===== src/rtl/pll_seq_pkg.sv =====
`timescale 1ns/1ps
package pll_seq_pkg;

  localparam int ADDR_W = 3;

  localparam logic [ADDR_W-1:0] A_CTRL   = 3'd0;
  localparam logic [ADDR_W-1:0] A_STATUS = 3'd1;
  localparam logic [ADDR_W-1:0] A_REFDIV = 3'd2;
  localparam logic [ADDR_W-1:0] A_INT    = 3'd3;
  localparam logic [ADDR_W-1:0] A_FRAC   = 3'd4;
  localparam logic [ADDR_W-1:0] A_OUTDIV = 3'd5;
  localparam logic [ADDR_W-1:0] A_TMO    = 3'd6;
  localparam logic [ADDR_W-1:0] A_QUAL   = 3'd7;

  typedef enum logic [2:0] {
    ST_IDLE_XTAL,
    ST_PROGRAM,
    ST_WAIT_LOCK,
    ST_PLL_ACTIVE,
    ST_POWER_DOWN,
    ST_ERROR
  } seq_state_t;

  // Lock run is accepted once the counted cycles reach the qualify length.
  function automatic logic qual_met(input int unsigned run, input int unsigned need);
    return run >= need;
  endfunction

  // Timeout fires on the tick where the tick count equals the limit.
  function automatic logic tmo_hit(input int unsigned ticks, input int unsigned limit);
    return ticks == limit;
  endfunction

endpackage


===== src/rtl/pll_cfg_regs.sv =====
`timescale 1ns/1ps
module pll_cfg_regs
  import pll_seq_pkg::*;
#(
  parameter int REF_W  = 6,
  parameter int INT_W  = 8,
  parameter int FRAC_W = 16,
  parameter int POST_W = 4,
  parameter int TMO_W  = 16,
  parameter int QUAL_W = 8,
  parameter int DATA_W = 16
) (
  input  logic              clk,
  input  logic              rst_n,
  input  logic              wr_en,
  input  logic [ADDR_W-1:0] wr_addr,
  input  logic [DATA_W-1:0] wr_data,
  input  logic [ADDR_W-1:0] rd_addr,
  output logic [DATA_W-1:0] rd_data,
  input  logic              lock_ok,
  input  logic              sel_pll,
  input  logic              lol_set,
  input  logic              lol_clr,
  input  logic              tmo_set,
  input  logic              tmo_clr,
  output logic              enable,
  output logic [REF_W-1:0]  refdiv,
  output logic [INT_W-1:0]  mult_int,
  output logic [FRAC_W-1:0] mult_frac,
  output logic [POST_W-1:0] outdiv,
  output logic [TMO_W-1:0]  tmo_limit,
  output logic [QUAL_W-1:0] qual_len,
  output logic              lol_flag,
  output logic              tmo_flag
);

  localparam logic [REF_W-1:0]  REF_RST  = REF_W'(1);
  localparam logic [QUAL_W-1:0] QUAL_RST = QUAL_W'(4);

  always_ff @(posedge clk) begin
    if (!rst_n) begin
      enable    <= 1'b0;
      refdiv    <= REF_RST;
      mult_int  <= '0;
      mult_frac <= '0;
      outdiv    <= '0;
      tmo_limit <= '1;
      qual_len  <= QUAL_RST;
    end else if (wr_en) begin
      case (wr_addr)
        A_CTRL:   enable    <= wr_data[0];
        A_REFDIV: refdiv    <= wr_data[REF_W-1:0];
        A_INT:    mult_int  <= wr_data[INT_W-1:0];
        A_FRAC:   mult_frac <= wr_data[FRAC_W-1:0];
        A_OUTDIV: outdiv    <= wr_data[POST_W-1:0];
        A_TMO:    tmo_limit <= wr_data[TMO_W-1:0];
        A_QUAL:   qual_len  <= wr_data[QUAL_W-1:0];
        default:  ;
      endcase
    end
  end

  // Sticky flags: a set in the same cycle wins over a clear.
  always_ff @(posedge clk) begin
    if (!rst_n) begin
      lol_flag <= 1'b0;
      tmo_flag <= 1'b0;
    end else begin
      if (lol_set)      lol_flag <= 1'b1;
      else if (lol_clr) lol_flag <= 1'b0;
      if (tmo_set)      tmo_flag <= 1'b1;
      else if (tmo_clr) tmo_flag <= 1'b0;
    end
  end

  always_comb begin
    case (rd_addr)
      A_CTRL:   rd_data = DATA_W'(enable);
      A_STATUS: rd_data = DATA_W'({sel_pll, tmo_flag, lol_flag, lock_ok});
      A_REFDIV: rd_data = DATA_W'(refdiv);
      A_INT:    rd_data = DATA_W'(mult_int);
      A_FRAC:   rd_data = DATA_W'(mult_frac);
      A_OUTDIV: rd_data = DATA_W'(outdiv);
      A_TMO:    rd_data = DATA_W'(tmo_limit);
      default:  rd_data = DATA_W'(qual_len);
    endcase
  end

endmodule


===== src/rtl/pll_lock_qual.sv =====
`timescale 1ns/1ps
module pll_lock_qual
  import pll_seq_pkg::*;
#(
  parameter int QUAL_W = 8
) (
  input  logic              clk,
  input  logic              rst_n,
  input  logic              lock_raw,
  input  logic              clr,
  input  logic [QUAL_W-1:0] qual_len,
  output logic              lock_sync,
  output logic              lock_ok
);

  logic              meta_q;
  logic [QUAL_W-1:0] run_q;

  always_ff @(posedge clk) begin
    if (!rst_n) begin
      meta_q    <= 1'b0;
      lock_sync <= 1'b0;
    end else begin
      meta_q    <= lock_raw;
      lock_sync <= meta_q;
    end
  end

  // Counts consecutive synchronized-high cycles, saturating at all ones.
  always_ff @(posedge clk) begin
    if (!rst_n || clr || !lock_sync) begin
      run_q <= '0;
    end else if (run_q != '1) begin
      run_q <= run_q + QUAL_W'(1);
    end
  end

  assign lock_ok = lock_sync && qual_met(32'(run_q), 32'(qual_len));

endmodule


===== src/rtl/pll_seq_fsm.sv =====
`timescale 1ns/1ps
module pll_seq_fsm
  import pll_seq_pkg::*;
#(
  parameter int TMO_W  = 16,
  parameter int TICK_W = 8
) (
  input  logic             clk,
  input  logic             rst_n,
  input  logic             enable,
  input  logic             bypass,
  input  logic             cfg_wr,
  input  logic             lock_sync,
  input  logic             lock_ok,
  input  logic [TMO_W-1:0] tmo_limit,
  output logic             qual_clr,
  output logic             sel_pll,
  output logic             lol_set,
  output logic             tmo_set
);

  seq_state_t       st, nxt;
  logic             tick;
  logic             expire;
  logic [TMO_W-1:0] tmo_cnt;

  generate
    if (TICK_W == 0) begin : g_notick
      assign tick = 1'b1;
    end else begin : g_tick
      logic [TICK_W-1:0] pre_q;
      always_ff @(posedge clk) begin
        if (!rst_n || st != ST_WAIT_LOCK) pre_q <= '0;
        else                              pre_q <= pre_q + TICK_W'(1);
      end
      assign tick = &pre_q;
    end
  endgenerate

  always_ff @(posedge clk) begin
    if (!rst_n || st != ST_WAIT_LOCK) tmo_cnt <= '0;
    else if (tick)                    tmo_cnt <= tmo_cnt + TMO_W'(1);
  end

  assign expire = tick && tmo_hit(32'(tmo_cnt), 32'(tmo_limit));

  always_comb begin
    nxt = st;
    case (st)
      ST_IDLE_XTAL:  if (bypass) nxt = ST_POWER_DOWN;
                     else if (enable) nxt = ST_PROGRAM;
      ST_PROGRAM:    nxt = ST_WAIT_LOCK;
      ST_WAIT_LOCK:  if (lock_ok) nxt = ST_PLL_ACTIVE;
                     else if (expire) nxt = ST_ERROR;
      ST_PLL_ACTIVE: if (!lock_sync) nxt = ST_PROGRAM;
      ST_POWER_DOWN: if (!bypass) nxt = ST_IDLE_XTAL;
      ST_ERROR:      nxt = ST_ERROR;
      default:       nxt = ST_IDLE_XTAL;
    endcase
    if (cfg_wr) nxt = ST_IDLE_XTAL;
  end

  always_ff @(posedge clk) begin
    if (!rst_n) begin
      st      <= ST_IDLE_XTAL;
      sel_pll <= 1'b0;
    end else begin
      st      <= nxt;
      sel_pll <= (nxt == ST_PLL_ACTIVE);
    end
  end

  assign qual_clr = (st == ST_PROGRAM);
  assign lol_set  = (st == ST_PLL_ACTIVE) && !lock_sync;
  assign tmo_set  = (st == ST_WAIT_LOCK) && !lock_ok && expire;

endmodule


===== src/rtl/pll_switch_seq.sv =====
`timescale 1ns/1ps
module pll_switch_seq
  import pll_seq_pkg::*;
#(
  parameter int REF_W  = 6,
  parameter int INT_W  = 8,
  parameter int FRAC_W = 16,
  parameter int POST_W = 4,
  parameter int TMO_W  = 16,
  parameter int QUAL_W = 8,
  parameter int TICK_W = 8
) (
  input  logic              clk,
  input  logic              rst_n,
  input  logic              wr_en,
  input  logic [2:0]        wr_addr,
  input  logic [15:0]       wr_data,
  input  logic [2:0]        rd_addr,
  output logic [15:0]       rd_data,
  input  logic              lock_in,
  output logic              clk_sel_pll,
  output logic              pll_pwrdn,
  output logic [REF_W-1:0]  pll_refdiv,
  output logic [INT_W-1:0]  pll_mult_int,
  output logic [FRAC_W-1:0] pll_mult_frac,
  output logic [POST_W-1:0] pll_outdiv
);

  localparam int DATA_W = 16;

  logic              stat_wr, cfg_wr, lol_clr, tmo_clr;
  logic              enable, bypass;
  logic              lock_sync, lock_ok, qual_clr;
  logic              lol_set, tmo_set, lol_flag, tmo_flag;
  logic [TMO_W-1:0]  tmo_limit;
  logic [QUAL_W-1:0] qual_len;

  assign stat_wr   = wr_en && (wr_addr == A_STATUS);
  assign cfg_wr    = wr_en && !stat_wr;
  assign lol_clr   = stat_wr && wr_data[1];
  assign tmo_clr   = stat_wr && wr_data[2];
  assign bypass    = (pll_mult_int == '0);
  assign pll_pwrdn = bypass;

  pll_cfg_regs #(
    .REF_W(REF_W), .INT_W(INT_W), .FRAC_W(FRAC_W), .POST_W(POST_W),
    .TMO_W(TMO_W), .QUAL_W(QUAL_W), .DATA_W(DATA_W)
  ) u_regs (
    .clk(clk), .rst_n(rst_n),
    .wr_en(wr_en), .wr_addr(wr_addr), .wr_data(wr_data),
    .rd_addr(rd_addr), .rd_data(rd_data),
    .lock_ok(lock_ok), .sel_pll(clk_sel_pll),
    .lol_set(lol_set), .lol_clr(lol_clr),
    .tmo_set(tmo_set), .tmo_clr(tmo_clr),
    .enable(enable), .refdiv(pll_refdiv), .mult_int(pll_mult_int),
    .mult_frac(pll_mult_frac), .outdiv(pll_outdiv),
    .tmo_limit(tmo_limit), .qual_len(qual_len),
    .lol_flag(lol_flag), .tmo_flag(tmo_flag)
  );

  pll_lock_qual #(.QUAL_W(QUAL_W)) u_qual (
    .clk(clk), .rst_n(rst_n), .lock_raw(lock_in), .clr(qual_clr),
    .qual_len(qual_len), .lock_sync(lock_sync), .lock_ok(lock_ok)
  );

  pll_seq_fsm #(.TMO_W(TMO_W), .TICK_W(TICK_W)) u_fsm (
    .clk(clk), .rst_n(rst_n), .enable(enable), .bypass(bypass),
    .cfg_wr(cfg_wr), .lock_sync(lock_sync), .lock_ok(lock_ok),
    .tmo_limit(tmo_limit), .qual_clr(qual_clr), .sel_pll(clk_sel_pll),
    .lol_set(lol_set), .tmo_set(tmo_set)
  );

endmodule


===== config.mk =====
export PLATFORM = sky130hd
export DESIGN_NAME = pll_switch_seq
export DESIGN_NICKNAME = d
export VERILOG_FILES = /design/src/rtl/pll_seq_pkg.sv /design/src/rtl/pll_cfg_regs.sv /design/src/rtl/pll_lock_qual.sv /design/src/rtl/pll_seq_fsm.sv /design/src/rtl/pll_switch_seq.sv
export SDC_FILE = /design/constraint.sdc
export NUM_CORES = 1
export LEC_CHECK = 0
export BUFFER_PORTS_ARGS = -buffer_cell sky130_fd_sc_hd__buf_4
export CORE_ASPECT_RATIO = 0.5
export CORE_MARGIN = 2
export CORE_UTILIZATION = 43
export DETAILED_ROUTE_END_ITERATION = 12
export PLACE_DENSITY_LB_ADDON = 0.05
export REMOVE_ABC_BUFFERS = 1
export SETUP_SLACK_MARGIN = 0.2
export SYNTH_ARGS = -nofsm -noshare
export SYNTH_HDL_FRONTEND = slang
export SYNTH_SLANG_ARGS = --single-unit

===== constraint.sdc =====
create_clock -name clk -period 1.9 [get_ports clk]
set_input_delay 0.38 -clock clk [delete_from_list [all_inputs] [get_ports clk]]
set_output_delay 0.38 -clock clk [all_outputs]
set_load 0.005 [all_outputs]

==> Word level (Yosys, flattened, before mapping) <==
Cells that the tools add are included.
{ "word_totals": {"out_inout_bits": 52, "register_bits": 99, "wordCells": 85} }
{ "classes": {"addsub": 3, "magnitude_cmp": 1, "eq_ne": 22, "mux": 13, "reduce_logical": 30} }
{ "op_table": {"columns": ["cell", "n"], "rows": [
  ["one-hot mux 16 bit (7 select lines)", 1],
  ["equality test 3 bit (second input constant)", 9],
  ["equality test 3 x 2 -> 1 bit (second input constant)", 7],
  ["two-way mux 3 bit", 7],
  ["one-hot mux 3 bit (6 select lines)", 1],
  ["adder 16 x 1 -> 16 bit (second input constant)", 1],
  ["adder 8 x 1 -> 8 bit (second input constant)", 2],
  ["equality test 16 bit", 1],
  ["AND reduction 2 bit", 7],
  ["equality test 3 x 1 -> 1 bit (second input constant)", 3],
  ["logical AND 1 bit", 9],
  ["zero test 3 bit", 3],
  ["greater-or-equal comparator 8 bit", 1],
  ["zero test 8 bit", 1],
  ["!= test 8 bit (second input constant)", 1],
  ["AND reduction 8 bit", 1],
  ["zero test 1 bit", 4],
  ["two-way mux 1 bit", 4],
  ["nonzero test 2 bit", 2],
  ["logical OR 1 bit", 3],
  ["!= test 3 x 2 -> 1 bit (second input constant)", 1]
]} }

==> Longest topological paths before layout <==
Gate-level depths: netlist (run 1).
{ "logic_depth": {"word_depth": 7, "ltp_mapped": 7} }

==> Cells and area by module <==
From an unflattened synthesis (run 1), not the netlist that was laid out.
{ "unflattened": {"hier_cells": 584, "area_unflattened_um2": 5014.8} }
{ "by_module_without_submodules": {"columns": ["module", "instances", "cells_per_inst", "area_each_um2"], "rows": [
  ["pll_cfg_regs", 1, 342, 2900.3],
  ["pll_seq_fsm", 1, 165, 1478.9],
  ["pll_lock_qual", 1, 70, 590.6],
  ["pll_switch_seq", 1, 7, 45.0]
]} }

==> Least setup slack after synthesis (run 1) <==
Ideal clock, no wire load.
{ "synth_path": {"path_kind": "register to output", "start": "register u_regs.qual_len[7]", "end": "output rd_data[0]", "stages_incl_launch_ff": 8, "t_arrival_ns": 1.508, "slack_ns": 0.012, "required_ns": 1.520, "path_cell_list": "dfxtp_1 inv_1 ha_1 nand3_1 or2_1 o31ai_1 nand3_1 a22oi_1"} }
{ "synth_between": {"elab_chain_len": 3} }
{ "synth_lines": {"columns": ["element", "line_no", "source"], "rows": [
  ["from (decl)", "pll_cfg_regs.sv:32", "output logic [QUAL_W-1:0] qual_len,"],
  ["from (signal assigned)", "pll_cfg_regs.sv:57", "A_QUAL: qual_len <= wr_data[QUAL_W-1:0];"],
  ["greater-or-equal comparator 8 bit", "pll_seq_pkg.sv:26", "return run >= need;"],
  ["logical AND 1 bit", "pll_lock_qual.sv:38", "assign lock_ok = lock_sync && qual_met(32'(run_q), 32'(qual_len));"],
  ["one-hot mux 16 bit (7 select lines)", "pll_cfg_regs.sv:77", "case (rd_addr)"],
  ["to (decl)", "pll_switch_seq.sv:19", "output logic [15:0] rd_data,"]
]} }
Every way passes these cells.

==> Worst setup path after layout (run 1) <==
Same ends and word-level chain as after synthesis.

==> summary.txt, run 1 <==
Cells and area
  • Layout Nets: between 700 and 800
  • Final non-filler cell total: approximately 870
  • Filler cell count: around 1.0k
  • Share of layout cells above drive strength 1: 33.1%
  • Fin util: 60.2%
  • Ant. Diodes: 0
  • Layout area overhead: 35.6%
  • Design area: 0.00665 mm²

Global route
  • Vias in the first global route: 4121
  • Initial antenna violation count: 0
  • GRT Overall Usage: 22.1%
  • First-pass GRT wire length: 21.4 mm
  • Pin count of the biggest net entering global routing: 24
  • Grt total ovfl: 0

STA
  • Clock Skew: between 0.008 and 0.009 ns
  • Setup slack after layout: -0.402 ns
  • Count of final setup violators: 5
  • Fmax: between 400 and 500 MHz
  • Slew margin rel.: 55.4%
  • Period Utilization, post-route: 121%
  • Max-slew violations: 0
  • RSZ-0062 raised after global routing: yes
  • Final hold viol count: 0
  • Worst-Margin Slew: 0.669 ns
  • Crit path time final: 2.30 ns

Worst setup path
  • Critical Path AT: approximately 1.9 ns
  • Largest delay share family, worst path: simple AND/OR/NAND/NOR gates
  • Critical path type: flip-flop to primary output
  • CP max-delay cell: dfxtp_2
  • Crit path launch type: flip-flop
  • CP Max Fanout: 2
  • Crit path cell chain: inv_2, ha_4, nand3_2, or2_4, o31ai_4, nand3_1, a22oi_1, buf_4
  • Crit path capture type: primary output
  • Required @ worst endpoint: approximately 1.5 ns
  • CP bufs+invs: 2
  • CP max stage delay: 0.33 ns

Power and ir drop
  • Max IR drop VDD: 0.411 mV
  • Clock power frac: 40.9%
  • Power Internal: ~3300 µW
  • Sequential share of power: between 40% and 50%
  • Sw Pwr: about 1200 µW
  • Switching Share: 25.8%
  • Power Dens Cells: 672 mW/mm²
  • Leakage: 0.00271 µW
  • Logic pwr share: between 10 and 15%

Synthesis
  • Top cells by area, synth: dfxtp_1 (40%), nand2_1 (8.7%), mux2i_1 (5.3%)
  • Register bit count reported by yosys: 99
  • Number of synthesized flops with an enable pin: 0
  • Fraction of registers with async set/reset: 0%
  • Yosys warns: 0
  • Post-synthesis sequential area ratio: 40.4%
  • Synth area leader: dfxtp_1
  • Yosys cell types: 51
  • Cell Area, Synth: 0.00490 mm²
  • Area share of the largest cell type after synthesis: 40.4%
  • Synth Flop Type: dfxtp_1
  • Cells after Synth: 591
  • Syn avg cell area: 8.29 µm²

Route
  • Pre-antenna DRT Iters: 4
  • WL final: 13.3 mm
  • Initial DRC count: approximately 250
  • Routed vias/inst: 5.03
  • Drt drc: 0
  • WL/cell: 15.3 µm
  • Routed Antenna Nets: 0
  • Detailed-route via count: 4368

Clocking
  • Skew-Pair Late Insertion Delay: approximately 0.34 ns
  • Clock slew at reported path FFs: approximately 0.08 ns
  • H-Tree Depth: 3
  • Max Root-Sink Buffers: 2
  • CTS root buf: clkbuf_16
  • Hold-fix buffers at CTS: 0
  • Num CTS Buffers: 9
  • TritonCTS clock tree: built
  • CTS Sinks: 99

Run status
  • Failing checks: negative setup slack
  • Status: complete, but fails checks

Run
  • Max cap viols: 0

Placement
  • DP Wirelength: 9.64 mm
  • Post-Place Cell Area: 0.00588 mm²
  • Inst Count DP: 831
  • Port bufs: 77
  • Routability cong.: 0.861

Die
  • Area of the core: 0.0110 mm²
  • Die Ht: 79.5 µm
  • # IOs: between 70 and 80
  • Initial Utilization: 44.4%
  • Width of the die: 155 µm
  • Num rows: 27
  • Die area: 0.0123 mm²

Min path
  • Hold Path Class: primary input to flip-flop
==> registers in the layout, indices dropped and copies added (netlist names), 3 cells and up <==
register            flops
u_fsm.g_tick.pre_q      8
u_fsm.st                3
u_regs.qual_len         8
u_regs.mult_int         8
u_fsm.tmo_cnt          16
u_regs.refdiv           6
u_qual.run_q            8
u_regs.outdiv           4
u_regs.mult_frac       16
u_regs.tmo_limit       16
==> tightest hold or removal path, stage by stage <==
cell	delay (ns)
buf_4	0.08
nand2_1	0.04
nand3_1	0.06
==> cell type report <==
class / instances / area [µm²] / share of cell area [%]
multi-input combinational: 450 / 2960 / 44.5
clock inverter: 6 / 53.8 / 0.809
sequential: 99 / 2020 / 30.4
inverter: 15 / 56.3 / 0.847
clock buffer: 10 / 239 / 3.59
tap: 145 / 181 / 2.73
timing repair buffer: 144 / 1140 / 17.2
==> layer usage <==
layer / vias up / track usage [%] / part of all wire, % / wire, µm
li1: 2275 / - / - / -
met1: 2037 / 30.6 / 51 / 6810
met2: 54 / 36.0 / 46 / 6080
met3: 2 / 4.99 / 3.1 / 414
met4: 0 / 3.70 / 0.23 / 31
met5: - / 0 / 0 / 0
==> power by group through the flow <==
| stage | clock network [µW] | logic, µW | registers, µW |
|---|---|---|---|
| 2_1_floorplan | 0 | 181 | 2190 |
| 3_3_place_gp | 0 | 423 | 2190 |
| 3_5_place_dp | 0 | 424 | 2190 |
| 4_1_cts | 1860 | 483 | 2140 |
| 5_1_grt | 1950 | 541 | 2150 |
| 6_report | 1830 | 500 | 2140 |
==> layout by cell type (no fill, tap or decap), types with 3 or more instances in the layout <==
cell type  instances
nand3_1           37
ha_4               4
o21a_1             3
nor2b_1           12
and4_1             3
inv_6              4
dfxtp_1           74
clkbuf_16          9
o211ai_1           4
ha_1               5
nor2_1            51
nor2_2             5
mux2_4             3
o21ai_1            4
a31oi_1            4
a22oi_2            4
buf_4            132
mux2i_1           26
a21boi_0          30
and3_1             4
a21oi_1           17
dfxtp_2           23
o21ai_0           10
nor3_1             4
nand2_1          113
inv_2              5
nand2b_1           4
xnor2_1           23
nand4_1           12
inv_1             10
o21ai_2            4
a21oi_2            4
xor2_1            16
buf_6              9
==> path summary, 6_finish.rpt <==
kind         depth (start not counted)  slack, ns                                end                            start
max                                  8      -0.40                         rd_data[0]  u_regs.qual_len[7]$_SDFFE_PN0P_
min                                  3       0.25  u_regs.tmo_limit[15]$_SDFFE_PN1P_                      wr_data[15]
max reg2reg                         10      -0.20             u_fsm.st[2]$_SDFF_PN0_     u_qual.run_q[0]$_SDFFE_PP0P_
min reg2reg                          1       0.43        u_qual.lock_sync$_SDFF_PN0_         u_qual.meta_q$_SDFF_PN0_
==> synth_stat cells, types with 12 or more instances <==
cell type  number
a21oi_1        21
nor2_1         55
inv_1          15
clkbuf_1       15
nand3_1        38
xor2_1         16
mux2i_1        26
a21boi_0       30
nor2b_1        14
nand4_1        12
dfxtp_1        99
o21ai_0        18
nand2_1       113
xnor2_1        23
==> cells by family (layout without fill, tap and decap cells) <==
kind of cell             Yosys count  after routing  share of synthesized area, %
AO/OA/AOI/OAI                    103            103                          14.1
XOR/XNOR                          39             39                          6.97
adder cells (fa/ha/maj)           11             11                          2.81
buffers and inverters             42            175                          3.52
flip-flops                        99             99                          40.4
multiplexers                      29             29                          6.00
AND/OR/NAND/NOR                  268            268                          26.1
==> metrics by stage <==
| step | setup slack [ns] | setup TNS, ns | total power (µW) | hold slack, ns |
|---|---|---|---|---|
| 4_1_cts | -0.436 | -0.720 | 4490 | 0.240 |
| 6_report | -0.402 | -0.972 | 4470 | 0.249 |
| 2_1_floorplan | 0.0195 | 0 | 2370 | 0.412 |
| 5_1_grt | -0.493 | -1.66 | 4640 | 0.238 |
| 3_5_place_dp | -0.321 | -0.606 | 2620 | 0.421 |
| 3_3_place_gp | -0.276 | -0.431 | 2620 | 0.415 |
==> repair_timing <==
| action | in CTS | in global routing |
|---|---|---|
| buffers inserted | 15 | 7 |
| pin swaps | 31 | 14 |
| cloned | 0 | 0 |
| resized for setup | 72 | 24 |
| endpoints found under the setup margin | 16 | 25 |
Power figures use the tool's default switching activity.
==> run 2: changes to the inputs <==
Settings changed: RECOVER_POWER set to 100.
==> run 2 against run 1 <==
- the flow still finishes with violations (negative setup slack)
- global-route usage is the same
- cell area shrank 1.3%
- critical endpoint unchanged
- largest cell class unchanged
- highest routed layer unchanged
- worst setup slack gained 0.0041 ns
- combinational power shrank 2%
- non-clock buffer count is the same
- via count grew 0.55%
- critical path type unchanged
- sequential cell count is the same
==> summary.txt, run 2 (synthesized netlist as in run 1, its figures left out) <==
Clocking
  • CTS root buf: clkbuf_16
  • Num CTS Buffers: 9
  • TritonCTS clock tree: built
  • Clock slew at reported path FFs: around 0.080 ns
  • Skew-Pair Late Insertion Delay: 0.34 ns
  • CTS Sinks: around 100
  • Hold-fix buffers at CTS: 0
  • H-Tree Depth: 3
  • Max Root-Sink Buffers: 2

Worst setup path
  • Crit Reg-Reg Endpoint: u_fsm.st[1]$_SDFF_PN0_
  • Stages on the worst setup path: 8
  • Required @ worst endpoint: between 1.5 and 2 ns
  • Crit path launch type: flip-flop
  • Critical Path End: rd_data[0]
  • RR Startpoint: u_qual.run_q[0]$_SDFFE_PP0P_
  • Critical Path Start: u_regs.qual_len[7]$_SDFFE_PN0P_
  • Critical Path AT: between 1.5 and 2 ns
  • Crit path capture type: primary output
  • CP bufs+invs: 2
  • Worst Reg-to-Reg Cells: 10
  • Crit path cell chain: inv_2, ha_4, nand3_2, or2_4, o31ai_4, nand3_1, a22oi_1, buf_4
  • R2R setup slack: -0.19 ns
  • CP max-delay cell: dfxtp_2
  • Largest delay share family, worst path: simple AND/OR/NAND/NOR gates
  • CP max stage delay: roughly 0.33 ns
  • Critical path type: flip-flop to primary output
  • CP Max Fanout: 2

STA
  • Crit path time final: 2.30 ns
  • Setup slack after layout: -0.398 ns
  • Setup TNS Final: -0.945 ns
  • Final hold viol count: 0
  • Clock Skew: 0.00833 ns
  • Max-slew violations: 0
  • Period Utilization, post-route: 121%
  • Worst-Margin Slew: 0.909 ns
  • Slew margin rel.: 39.4%
  • Count of final setup violators: 5
  • RSZ-0062 raised after global routing: yes
  • Fmax: 435 MHz

Cells and area
  • Filler cell count: 1067
  • Register area: 0.00200 mm²
  • Area used by multi-input combinational logic: around 0.003 mm²
  • Layout area overhead: 33.9%
  • Most frequent cells in the layout: nand2_1 (113), buf_4 (101), dfxtp_1 (86), nor2_1 (53), nand3_1 (37)
  • Ant. Diodes: 0
  • Final non-filler cell total: 869
  • Top Registers: u_fsm.tmo_cnt (16), u_regs.mult_frac (16), u_regs.tmo_limit (16)
  • Layout Nets: 756
  • Share of layout cells above drive strength 1: 29.8%
  • Most common cell after layout, fill and taps aside: nand2_1
  • Fin util: 59.4%

Die
  • Die Ht: between 70 and 80 µm
  • Initial Utilization: between 40% and 50%
  • # IOs: 78
  • Width of the die: 155 µm
  • Num rows: 27
  • Area of the core: 0.0110 mm²
  • Die area: about 0.012 mm²

Route
  • Drt drc: 0
  • WL/cell: roughly 15 µm
  • Pre-antenna DRT Iters: 4
  • Detailed-route via count: around 4.4k
  • WL final: 13.3 mm
  • Routed Antenna Nets: 0
  • Routed vias/inst: 5.05
  • Initial DRC count: 240

Power and ir drop
  • Leakage: 0.00265 µW
  • Max IR drop VDD: 0.407 mV
  • Power Dens Cells: 679 mW/mm²

Min path
  • Hold Path Class: primary input to flip-flop

Global route
  • Vias in the first global route: 4121
  • Initial antenna violation count: 0
  • Pin count of the biggest net entering global routing: 24
  • GRT Overall Usage: 22.1%
  • First-pass GRT wire length: 21.4 mm
  • Grt total ovfl: 0

Placement
  • Post-Place Setup Slack: -0.321 ns
  • Inst Count DP: 831
  • DP Wirelength: a little under 10 mm
  • Port bufs: 77
  • Routability cong.: about 0.86

Run status
  • Failing checks: negative setup slack
  • Status: complete, but fails checks

Run
  • Max cap viols: 0
-- run 2: cell count changes in the layout (fill, tap and decap cells not counted), moves of 2 or more --
cell | previous run | this run
a22oi_1 | 1 | 3
clkbuf_2 | 0 | 3
clkbuf_1 | 0 | 6
clkbuf_4 | 0 | 23
nor2_1 | 51 | 53
dfxtp_2 | 23 | 12
nor2_2 | 5 | 3
dfxtp_1 | 74 | 86
a22oi_2 | 4 | 2
buf_4 | 132 | 101
-- run 2: timing repair --
| item | in CTS | in global routing |
|---|---|---|
| pin swaps | 31 | 14 |
| buffers inserted | 15 | 7 |
| gates resized for setup | 72 | 24 |
| setup endpoints to repair | 16 | 25 |
-- run 2: cell type report --
class                   count  area share (%)
inverters                  15           0.858
well taps                 145            2.76
clock buffers              10            3.64
flip-flops and latches     99            30.5
multi-input cells         450            44.5
repair buffers            144            16.9
clock inverters             6           0.820
-- run 2: where the power goes --
part	internal, µW	total (µW)	switching [µW]
sequential	2110	2140	31.1
clock	954	1830	873
combinational	244	488	244
total	3310	4460	1150
-- run 2: stage by stage --
stage          hold WS, ns  cell area [µm²]  total power, µW
2_1_floorplan        0.412             4790             2370
5_1_grt              0.239             6560             4630
3_3_place_gp         0.415             5880             2620
3_5_place_dp         0.421             5880             2620
6_report             0.251             6560             4460
4_1_cts              0.240             6530             4490
-- run 2: tightest hold or removal path, stage by stage --
cell and delay, ns:
buf_4 0.08, nand2_1 0.04, nand3_1 0.06
-- run 2: how the worst min path moves through the flow --
stage,from,slack (ns),cells past startpoint,endpoint
3_3_place_gp,u_qual.meta_q$_SDFF_PN0_,0.42,1,u_qual.lock_sync$_SDFF_PN0_
5_1_grt,wr_data[15],0.24,3,u_regs.tmo_limit[15]$_SDFFE_PN1P_
6_report,wr_data[15],0.25,3,u_regs.tmo_limit[15]$_SDFFE_PN1P_
2_1_floorplan,u_qual.meta_q$_SDFF_PN0_,0.41,1,u_qual.lock_sync$_SDFF_PN0_
4_1_cts,wr_data[15],0.24,3,u_regs.tmo_limit[15]$_SDFFE_PN1P_
3_5_place_dp,u_qual.meta_q$_SDFF_PN0_,0.42,1,u_qual.lock_sync$_SDFF_PN0_
-- run 2: metal layers --
metal	track usage, %	part of all wire, %	routed length (µm)
met1	30.6	51	6800
met2	36.0	45	5990
met3	4.99	3.6	481
met4	3.70	0.39	52
met5	0	0	0
